File: src/rtl/wdt_timer_pkg.sv
package wdt_timer_pkg;
  localparam int WORD_W = 16;
  localparam int DIV_W  = 4;
  localparam int SLOT_N = 4;
  localparam int SEL_W  = 2;
  localparam int PRE_W  = (1 << DIV_W) - 1;

  localparam logic [SEL_W-1:0] SLOT_CMP1  = 2'd0;
  localparam logic [SEL_W-1:0] SLOT_CMP2  = 2'd1;
  localparam logic [SEL_W-1:0] SLOT_COUNT = 2'd2;
  localparam logic [SEL_W-1:0] SLOT_SETUP = 2'd3;

  localparam int B_STOP = 11;
  localparam int B_LOCK = 12;
  localparam int B_F1   = 13;
  localparam int B_F2   = 14;
  localparam int B_RUN  = 15;

  typedef enum logic [1:0] {
    CMP_OFF = 2'd0,
    CMP_EQ  = 2'd1,
    CMP_GE  = 2'd2,
    CMP_EVT = 2'd3
  } cmp_mode_e;

  typedef struct packed {
    logic             run;
    logic             stop_en;
    cmp_mode_e        mode2;
    cmp_mode_e        mode1;
    logic             rev;
    logic             clk_sel;
    logic [DIV_W-1:0] div;
  } cfg_t;

  function automatic cfg_t cfg_from_word(input logic [WORD_W-1:0] w);
    cfg_t c;
    c.run     = w[B_RUN];
    c.stop_en = w[B_STOP];
    c.mode2   = cmp_mode_e'(w[9:8]);
    c.mode1   = cmp_mode_e'(w[7:6]);
    c.rev     = w[5];
    c.clk_sel = w[4];
    c.div     = w[DIV_W-1:0];
    return c;
  endfunction

  function automatic logic [WORD_W-1:0] word_from_cfg(input cfg_t c, input logic lock,
                                                      input logic f1, input logic f2);
    return {c.run, f2, f1, lock, c.stop_en, 1'b0, c.mode2, c.mode1, c.rev, c.clk_sel, c.div};
  endfunction
endpackage

File: src/rtl/wdt_prescale.sv
module wdt_prescale #(
  parameter int DIV_W = 4,
  parameter int PRE_W = (1 << DIV_W) - 1
) (
  input  logic             clk,
  input  logic             rst,
  input  logic             run,
  input  logic             src,
  input  logic [DIV_W-1:0] div,
  input  logic             restart,
  output logic             tick
);
  logic [PRE_W-1:0] phase;
  logic [PRE_W-1:0] last;

  assign last = ~({PRE_W{1'b1}} << div);
  assign tick = run & src & (phase == last);

  always_ff @(posedge clk) begin
    if (rst || restart || tick) phase <= '0;
    else if (run && src)        phase <= phase + 1'b1;
  end
endmodule

File: src/rtl/wdt_compare.sv
module wdt_compare
  import wdt_timer_pkg::*;
#(
  parameter int W = 16
) (
  input  logic      clk,
  input  logic      rst,
  input  logic      tick,
  input  logic [W-1:0] count,
  input  logic [W-1:0] limit,
  input  cmp_mode_e mode,
  input  logic      clear,
  output logic      flag
);
  logic eq_hit;
  logic ge_hit;
  logic kept;

  assign eq_hit = (count == limit);
  assign ge_hit = (count >= limit);
  assign kept   = flag & ~clear;

  always_ff @(posedge clk) begin
    if (rst) flag <= 1'b0;
    else begin
      unique case (mode)
        CMP_OFF: flag <= kept;
        CMP_EQ:  flag <= kept | (tick & eq_hit);
        CMP_GE:  flag <= kept | (tick & ge_hit);
        CMP_EVT: flag <= tick ? eq_hit : kept;
        default: flag <= kept;
      endcase
    end
  end
endmodule

File: src/rtl/wdt_timer.sv
module wdt_timer
  import wdt_timer_pkg::*;
(
  input  logic              clk,
  input  logic              rst,
  input  logic              bus_wr,
  input  logic [SEL_W-1:0]  reg_sel,
  input  logic [WORD_W-1:0] bus_wdata,
  output logic [WORD_W-1:0] bus_rdata,
  input  logic              tick_a,
  input  logic              tick_b,
  input  logic              wdt_rst_en,
  output logic              cmp1_flag,
  output logic              cmp2_flag,
  output logic              reset_req
);
  localparam int NUM_CMP = 2;

  logic [SLOT_N-1:0]  wr_hit;
  logic               cnt_wr;
  logic               setup_wr;
  logic               src;
  logic               tick;
  logic               wrap_hit;
  logic               locked;
  cfg_t               cfg;
  logic [WORD_W-1:0]  count;
  logic [WORD_W-1:0]  cmp1_val;
  logic [WORD_W-1:0]  cmp2_val;
  logic [WORD_W-1:0]  limit_v [NUM_CMP];
  cmp_mode_e          mode_v  [NUM_CMP];
  logic [NUM_CMP-1:0] flag_v;

  assign wr_hit   = bus_wr ? (SLOT_N'(1) << reg_sel) : '0;
  assign cnt_wr   = wr_hit[SLOT_COUNT];
  assign setup_wr = wr_hit[SLOT_SETUP];
  assign src      = cfg.clk_sel ? tick_b : tick_a;
  assign wrap_hit = tick & (count == cmp2_val);

  wdt_prescale #(.DIV_W(DIV_W), .PRE_W(PRE_W)) u_pre (
    .clk(clk), .rst(rst), .run(cfg.run), .src(src), .div(cfg.div),
    .restart(cnt_wr), .tick(tick)
  );

  assign limit_v[0] = cmp1_val;
  assign limit_v[1] = cmp2_val;
  assign mode_v[0]  = cfg.mode1;
  assign mode_v[1]  = cfg.mode2;

  for (genvar g = 0; g < NUM_CMP; g++) begin : g_cmp
    wdt_compare #(.W(WORD_W)) u_cmp (
      .clk(clk), .rst(rst), .tick(tick), .count(count),
      .limit(limit_v[g]), .mode(mode_v[g]),
      .clear(setup_wr & bus_wdata[B_F1+g]), .flag(flag_v[g])
    );
  end

  assign cmp1_flag = flag_v[0];
  assign cmp2_flag = flag_v[1];

  always_ff @(posedge clk) begin
    if (rst) begin
      count    <= '0;
      cmp1_val <= '0;
      cmp2_val <= '0;
      cfg      <= '0;
      locked   <= 1'b0;
    end else begin
      if (cnt_wr)    count <= bus_wdata;
      else if (tick) count <= (count == cmp2_val) ? '0 : count + 1'b1;
      if (wr_hit[SLOT_CMP1]) cmp1_val <= bus_wdata;
      if (wr_hit[SLOT_CMP2]) cmp2_val <= bus_wdata;
      if (setup_wr && !locked) begin
        cfg    <= cfg_from_word(bus_wdata);
        locked <= 1'b1;
      end
    end
  end

  always_ff @(posedge clk) begin
    if (rst || !wdt_rst_en) reset_req <= 1'b0;
    else if (wrap_hit)      reset_req <= 1'b1;
  end

  always_ff @(posedge clk) begin
    if (rst) bus_rdata <= '0;
    else begin
      unique case (reg_sel)
        SLOT_CMP1:  bus_rdata <= cmp1_val;
        SLOT_CMP2:  bus_rdata <= cmp2_val;
        SLOT_COUNT: bus_rdata <= count;
        default:    bus_rdata <= word_from_cfg(cfg, locked, flag_v[0], flag_v[1]);
      endcase
    end
  end
endmodule

File: config.mk
export PLATFORM = sky130hd
export DESIGN_NAME = wdt_timer
export DESIGN_NICKNAME = d
export VERILOG_FILES = /design/src/rtl/wdt_timer_pkg.sv /design/src/rtl/wdt_prescale.sv /design/src/rtl/wdt_compare.sv /design/src/rtl/wdt_timer.sv
export SDC_FILE = /design/constraint.sdc
export NUM_CORES = 1
export LEC_CHECK = 0
export CAP_MARGIN = 20
export CORE_MARGIN = 2
export CORE_UTILIZATION = 55
export CTS_CLUSTER_DIAMETER = 60
export CTS_CLUSTER_SIZE = 14
export DETAILED_ROUTE_END_ITERATION = 10
export PLACE_DENSITY = 0.76
export RECOVER_POWER = 50
export SETUP_SLACK_MARGIN = 0.1
export SYNTH_ARGS = -nofsm -noshare
export SYNTH_HDL_FRONTEND = slang
export SYNTH_SLANG_ARGS = --single-unit
File: constraint.sdc
create_clock -name clk -period 6.05 [get_ports clk]
set_clock_uncertainty 0.2 [all_clocks]
set_input_delay 1.21 -clock clk [delete_from_list [all_inputs] [get_ports clk]]
set_output_delay 1.21 -clock clk [all_outputs]
set_load 0.05 [all_outputs]
Word level (Yosys, flattened, before mapping)
Cells that the tools add are included.
- register bits after elaboration: 95
- input port bits: 24
- output and inout port bits: 19
- word-level logic and storage cells: 71
- $add $sub $neg: 2
- magnitude comparators: 2
- equality and inequality tests: 11
- shift operators: 2
- mux-type cells: 10
- bitwise operators: 17
- reductions and logical operators: 11
- operators by type and width (cell ; number):
    16-bit 2-to-1 mux ; 3
    16-bit one-hot mux with 3 select lines ; 1
    16-bit == test ; 2
    16-bit >= comparator ; 2
    16-bit by 1-bit adder with 16-bit output, second input constant ; 1
    15-bit by 1-bit adder with 15-bit output, second input constant ; 1
    15-bit == test ; 1
    15-bit NOT ; 1
    15-bit by 4-bit left shift with 15-bit output, first input constant ; 1
    1-bit AND ; 10
    2-bit == test, second input constant ; 5
    1-bit one-hot mux with 4 select lines ; 2
    2-bit by 1-bit == test with 1-bit output, second input constant ; 3
    2-bit zero test ; 3
    4-bit 2-to-1 mux ; 1
    1-bit bitwise OR ; 4
    1-bit by 2-bit left shift with 4-bit output, first input constant ; 1
    1-bit logical OR ; 3
    1-bit 2-to-1 mux ; 3
    1-bit logical AND ; 2
    1-bit zero test ; 2
    1-bit NOT ; 2
    2-bit nonzero test ; 1

Logic depth before layout (Yosys ltp)
Gate-level depths: netlist of run 1.
- depth in word-level cells: 7
- depth in mapped cells: 11
- gate-level depth less buffers: 10

Modules after synthesis
A second synthesis of run 1 with hierarchy kept.
- cells, all modules: 712
- area, all modules: 5903.2 µm²
- by module, submodules not included (module ; instances ; cells each ; area an instance (µm²) ; sequential area each (µm²)):
    wdt_timer ; 1 ; 428 ; 3727.3 ; 1561.5
    wdt_prescale ; 1 ; 150 ; 1154.9 ; 300.3
    wdt_compare ; 2 ; 67 ; 510.5 ; 20.0

Worst setup path before layout of run 1
Ideal clock, no wire load.
- path kind: input -> register
- from: in tick_b
- to: reg count[8]
- setup time: 91 ps
- arrival time: 2727 ps
- required time: 5759 ps
- setup slack: 3032 ps
- stages: 8
- buffers on the path: 1
- cell sequence: mux2i_1 nor2b_1 buf_2 o221ai_1 nor3_2 nand4_1 or3_1 a311oi_1
- longest elaborated chain between the ends: 4
- ends and longest elaborated chain (what ; line ; RTL):
    start, declared ; wdt_timer.sv:11 ; input logic tick_b,
    1-bit 2-to-1 mux ; wdt_timer.sv:37 ; assign src = cfg.clk_sel ? tick_b : tick_a;
    1-bit AND (2 in a row) ; wdt_prescale.sv:17 ; assign tick = run & src & (phase == last);
    2-bit nonzero test (no line) ; -- ;
    end signal, assigned ; wdt_timer.sv:69 ; if (cnt_wr) count <= bus_wdata;
    end signal, assigned ; wdt_timer.sv:70 ; else if (tick) count <= (count == cmp2_val) ? '0 : count + 1'b1;
    end, declared ; wdt_timer.sv:27 ; logic [WORD_W-1:0] count;
Every way passes these cells.
A chain may end at the register's enable or synchronous reset.

Worst setup path in the final report of run 1
- from: in tick_a
- to: reg count[10]
- longest elaborated chain between the ends: 4
- ends and longest elaborated chain (what ; line ; RTL):
    start, declared ; wdt_timer.sv:10 ; input logic tick_a,
    1-bit 2-to-1 mux ; wdt_timer.sv:37 ;
    1-bit AND (2 in a row) ; wdt_prescale.sv:17 ;
    2-bit nonzero test (no line) ; -- ;
Every way passes these cells.

==> impl_metrics.env, run 1 <==
export IMPL_outcome="finished clean"
export IMPL_synth_edf_count=0
export IMPL_cts_tree="done"
export IMPL_ff2ff_path_depth=7
export IMPL_synth_warnings=0
export IMPL_tightest_slew_ns=1.33
export IMPL_fin_area_sq_mm=0.00607
export IMPL_clkTransAtPathRegs_ns=0.09
export IMPL_finalSetupTns_ns=0
export IMPL_drv_slew=0
export IMPL_clock_sinks=95
export IMPL_syn_nets=724
export IMPL_rsz0062_at_grt="false"
export IMPL_final_core_util_pct=62.7
export IMPL_postSynthCellCount=660
export IMPL_post_cts_buffers=0
export IMPL_power_total_mw=1.32
export IMPL_cts_path_max_buffers=2
export IMPL_first_iter_violations=367
export IMPL_io_pins=43
export IMPL_drcViolationCount=0
export IMPL_r2r_start="cfg[3]"
export IMPL_antenna_found_initial=0
export IMPL_ys_seq_elements=95
export IMPL_via_per_inst=5.93
export IMPL_setup_viol=0
export IMPL_drt_pass1_iter_count=7
export IMPL_maxCapViolCount=0
export IMPL_core_area_sq_mm=0.00968
export IMPL_grt_pass1_vias=4636
export IMPL_root_buffer="clkbuf_8"
export IMPL_grt_ovfl_total=0
export IMPL_hold_class="register to register"
export IMPL_period_minus_slack_ns=4.29
export IMPL_die_w_microns=104
export IMPL_final_common_cell="nand2_1"
export IMPL_cellLeakagePower_nw=2.19
export IMPL_synth_avg_cell_area_sq_um=8.26
export IMPL_dp_worst_setup_slack_ns=1.88
export IMPL_wl_mm=14.5
export IMPL_portBuffers=42
export IMPL_grtUsageTotal_pct=27.8
export IMPL_ff2ff_setup_slack_ns=2.46
export IMPL_insertion_delay_ns=0.39
export IMPL_holdWs_ns=0.259
export IMPL_cp_arrival_ns=4.33
export IMPL_initial_core_util_pct=56.3
export IMPL_synth_flop_cell="dfxtp_1"
export IMPL_post_dp_cell_area_sq_mm=0.00589
export IMPL_worst_slack_ns=1.76
export IMPL_hold_viol_final=0
export IMPL_gp_congestion=0.916
export IMPL_fillCellCount=872
export IMPL_ys_seq_area_share_pct=34.9
export IMPL_hold_path_endpoint="cfg[10]"
export IMPL_fin_nets=744
export IMPL_cts_buffers=9
export IMPL_hold_start="cfg[10]"
export IMPL_post_drt_wl_per_cell_microns=17.8
export IMPL_grt_max_degree=77
export IMPL_antenna_left=0
export IMPL_dieArea_sq_mm=0.0107
export IMPL_reg2reg_to="count[10]"
export IMPL_drive_gt1_share_pct=6.86
export IMPL_ctsResizeCount=0
export IMPL_end_kind="register"
export IMPL_ctsHoldBuffers=0
export IMPL_crit_fanout=18
export IMPL_syn_to_final_growth_pct=11.4
export IMPL_ir_drop_mv=0.145
export IMPL_post_synth_instance_area_sq_mm=0.00545
export IMPL_worst_setup_path_start_kind="primary input"
export IMPL_grt_pass1_wl_mm=23.8
export IMPL_critical_path_class="primary input to register"
export IMPL_num_vias=4851
export IMPL_hold_depth=2
export IMPL_clock_fmax_mhz=233
export IMPL_instances_no_fill=818
export IMPL_layout_common_cells="nand2_1 (117), dfxtp_1 (95), a21oi_1 (71)"
export IMPL_powerDensity_mw_per_mm2=217
export IMPL_diodes=0
export IMPL_async_reset_ff_share_pct=0
export IMPL_dp_cells=802
export IMPL_rows=36
export IMPL_finalCritPeriodShare_pct=70.8
export IMPL_max_slew_margin_rel_pct=11.0
export IMPL_htreeDepth=3
export IMPL_fp_dieH_microns=104
export IMPL_synth_cell_types=62
export IMPL_required_ns=6.09
export IMPL_hpwl_mm=10.2
## how the worst max path moves through the flow
stage | from | to | slack, ns | cells past startpoint
global route | tick_b | count[10] | 1.36 | 8
detailed placement | tick_b | count[10] | 1.88 | 8
floorplan | tick_b | count[8] | 3.03 | 8
finish | tick_a | count[10] | 1.76 | 8
CTS | reg_sel[0] | count[11] | 2.27 | 7
global placement | reg_sel[0] | count[11] | 1.92 | 7
## cells in the mapped netlist, types with 3 or more instances
cell	count	area, sq um
a211oi_1	7	52.6
nand3_1	16	80.1
xnor2_1	11	96.3
nor2b_1	24	150
inv_1	43	161
mux2i_1	3	30.0
o21ai_0	16	80.1
nor4_1	5	31.3
xor2_1	10	87.6
or3_1	3	18.8
nor2_1	42	158
buf_2	6	30.0
clkbuf_1	25	93.8
o211ai_1	9	67.6
o221ai_1	3	26.3
nand4_1	14	87.6
ha_1	40	500
buf_6	4	45.0
a21oi_1	71	355
o31ai_1	3	22.5
nor3b_1	3	22.5
dfxtp_1	95	1900
nand3b_1	3	22.5
a31oi_1	4	25.0
a32oi_1	4	35.0
and3_1	9	56.3
nor3_1	10	50.1
o21a_1	4	30.0
mux4_2	15	338
nand2_1	117	439
## layout make-up
type | count | area [sq um] | share of cell area, %
multi-input combinational | 483 | 3180 | 52.4
sequential | 95 | 1900 | 31.3
timing repair buffer | 47 | 449 | 7.39
clock buffer | 13 | 169 | 2.78
tap | 133 | 166 | 2.74
inverter | 44 | 165 | 2.72
clock inverter | 3 | 40.0 | 0.659
## routing by layer
| metal | vias to the layer above | track usage (%) | wire length [microns] |
|---|---|---|---|
| li1 | 2347 | - | - |
| met1 | 2325 | 37.6 | 6390 |
| met2 | 157 | 43.9 | 6810 |
| met3 | 22 | 7.61 | 1060 |
| met4 | 0 | 8.30 | 266 |
| met5 | - | 0 | 0 |
## critical path, stage by stage
cell             delay, ns
clkdlybuf4s50_1       0.46
mux2i_1               0.06
nor2b_1               0.44
o221ai_1              0.22
nor3_1                0.42
nand3_1               0.60
o21ai_0               0.70
o21ai_0               0.22
## state kept, by name, indices dropped and copies added, names as in the netlist
signal / flops
bus_rdata: 16
cmp1_val: 16
cmp2_val: 16
count: 16
u_pre.phase: 15
cfg: 12
g_cmp.u_cmp.flag: 2
locked: 1
reset_req: 1
## where the power goes
group | leakage (nW) | total, mW | switching [mW] | internal [mW]
combinational | 1.31 | 0.204 | 0.122 | 0.0819
sequential | 0.770 | 0.667 | 0.0245 | 0.643
clock | 0.109 | 0.447 | 0.223 | 0.224
total | 2.19 | 1.32 | 0.370 | 0.948
## logic make-up after synthesis
group | after synthesis | share of synthesized area, %
adder cells (fa/ha/maj) | 40 | 9.18
buffers and inverters | 82 | 6.54
flip-flops | 95 | 34.9
AO/OA/AOI/OAI | 141 | 16.2
multiplexers | 19 | 6.95
XOR/XNOR | 21 | 3.37
AND/OR/NAND/NOR | 262 | 22.9
(Power assumes the default switching activity.)
==> run 2: changes to the inputs <==
==> constraint.sdc (replaced) <==
create_clock -name clk -period 4.4 [get_ports clk]
set_clock_uncertainty 0.2 [all_clocks]
set_input_delay 0.88 -clock clk [delete_from_list [all_inputs] [get_ports clk]]
set_output_delay 0.88 -clock clk [all_outputs]
set_load 0.05 [all_outputs]
==> run 2 against run 1 <==
Wire length down 0.57%. Largest power group unchanged. Global-route usage fell by 0.60 points. Setup slack worse by 0.98 ns. Highest routed layer unchanged. Register-to-register slack worse by 1.2 ns. First-iteration DRC count down 21%. Hold slack improved by 0.0050 ns. Combinational power up 39%. Largest cell class unchanged. Sequential share of layout area decreased by 0.10 points. Sequential cell count unchanged. Total power is 36% higher. Sequential power up 37%.
==> impl_metrics.env, run 2 (synthesis gave the netlist of run 1 again) <==
export IMPL_initial_core_util_pct=56.3
export IMPL_setup_viol=0
export IMPL_drv_slew=0
export IMPL_crit_path_cell_trace="dlygate4sd3_1 -> clkbuf_1 -> nand3_1 -> nand2b_1 -> nand2_1 -> a21oi_1"
export IMPL_rsz0062_at_grt="false"
export IMPL_hpwl_mm=10.1
export IMPL_worst_slack_ns=0.789
export IMPL_ctsHoldBuffers=0
export IMPL_crit_fanout=20
export IMPL_powerDensity_mw_per_mm2=294
export IMPL_gp_congestion=0.895
export IMPL_grtUsageTotal_pct=27.3
export IMPL_ir_drop_mv=0.164
export IMPL_max_slew_margin_rel_pct=9.75
export IMPL_cts_path_max_buffers=2
export IMPL_clkTransAtPathRegs_ns=0.09
export IMPL_drt_pass1_iter_count=5
export IMPL_dieArea_sq_mm=0.0107
export IMPL_post_dp_cell_area_sq_mm=0.00592
export IMPL_grt_pass1_wl_mm=23.5
export IMPL_wl_mm=14.4
export IMPL_via_per_inst=5.87
export IMPL_htreeDepth=3
export IMPL_fin_nets=748
export IMPL_maxCapViolCount=0
export IMPL_diodes=0
export IMPL_cp_slowest_cell="clkbuf_1"
export IMPL_fin_area_sq_mm=0.00609
export IMPL_clock_sinks=95
export IMPL_drcViolationCount=0
export IMPL_clock_fmax_mhz=277
export IMPL_syn_to_final_growth_pct=11.7
export IMPL_end_kind="register"
export IMPL_grt_pass1_vias=4539
export IMPL_root_buffer="clkbuf_8"
export IMPL_instances_no_fill=822
export IMPL_antenna_left=0
export IMPL_rows=36
export IMPL_finalSetupTns_ns=0
export IMPL_max_stage_delay_ns=1.00
export IMPL_cts_buffers=9
export IMPL_grt_ovfl_total=0
export IMPL_finalCritPeriodShare_pct=82.1
export IMPL_num_vias=4827
export IMPL_insertion_delay_ns=0.37
export IMPL_die_w_microns=104
export IMPL_ctsResizeCount=0
export IMPL_core_area_sq_mm=0.00968
export IMPL_io_pins=43
export IMPL_antenna_found_initial=0
export IMPL_post_drt_wl_per_cell_microns=17.6
export IMPL_critical_path_class="primary input to register"
export IMPL_hold_class="register to register"
export IMPL_hold_viol_final=0
export IMPL_dp_cells=806
export IMPL_outcome="finished clean"
export IMPL_cp_top_family="buffers and inverters"
export IMPL_crit_buf_inv=2
export IMPL_final_common_cell="nand2_1"
export IMPL_grt_max_degree=65
export IMPL_portBuffers=42
export IMPL_first_iter_violations=290
export IMPL_post_cts_buffers=0
export IMPL_cts_tree="done"
export IMPL_tightest_slew_ns=1.35
export IMPL_fillCellCount=836
export IMPL_required_ns=4.43
export IMPL_worst_setup_path_start_kind="primary input"
export IMPL_cp_arrival_ns=3.64
export IMPL_holdWs_ns=0.264
export IMPL_layout_common_cells="nand2_1 (117), dfxtp_1 (95), a21oi_1 (71)"
export IMPL_drive_gt1_share_pct=7.26
export IMPL_dp_worst_setup_slack_ns=0.954
export IMPL_cellLeakagePower_nw=2.20
export IMPL_period_minus_slack_ns=3.61
export IMPL_fp_dieH_microns=104
run 2: layout make-up:
cell class / instances / area [sq um] / area share (%)
clock buffer: 12 / 145 / 2.38
clock inverter: 4 / 45.0 / 0.739
inverter: 44 / 165 / 2.71
multi-input combinational: 483 / 3200 / 52.4
sequential: 95 / 1900 / 31.2
tap: 133 / 166 / 2.73
timing repair buffer: 51 / 475 / 7.80
run 2: stage by stage:
step                total power [mW]  util [%]
global placement                1.21      61.1
global route                    1.86      62.9
detailed placement              1.22      61.1
CTS                             1.79      63.1
floorplan                       1.12         -
finish                          1.79      62.9
run 2: layer usage:
layer | vias to the layer above | global-route usage, % | wire, microns
met5 | - | 0 | 0
met4 | 0 | 8.98 | 160
met3 | 13 | 4.09 | 815
met2 | 146 | 43.8 | 6840
met1 | 2317 | 37.9 | 6620
li1 | 2351 | - | -
run 2: path summary, 6_finish.rpt:
check,startpoint,to,slack [ns],depth (start not counted)
worst max-delay path,reg_sel[0],cfg[6],0.79,6
worst min register to register,cfg[5],cfg[5],0.26,2
worst min-delay path,cfg[5],cfg[5],0.26,2
worst max register to register,count[13],count[14],1.25,7
run 2: worst min-delay path, cell delays in order (launching register included):
cell and delay, ns:
dfxtp_1 0.32, nand2_1 0.05, a21oi_1 0.05
run 2: power by group:
part,internal (mW),switching (mW)
sequential,0.884,0.0331
clock,0.277,0.313
combinational,0.115,0.168
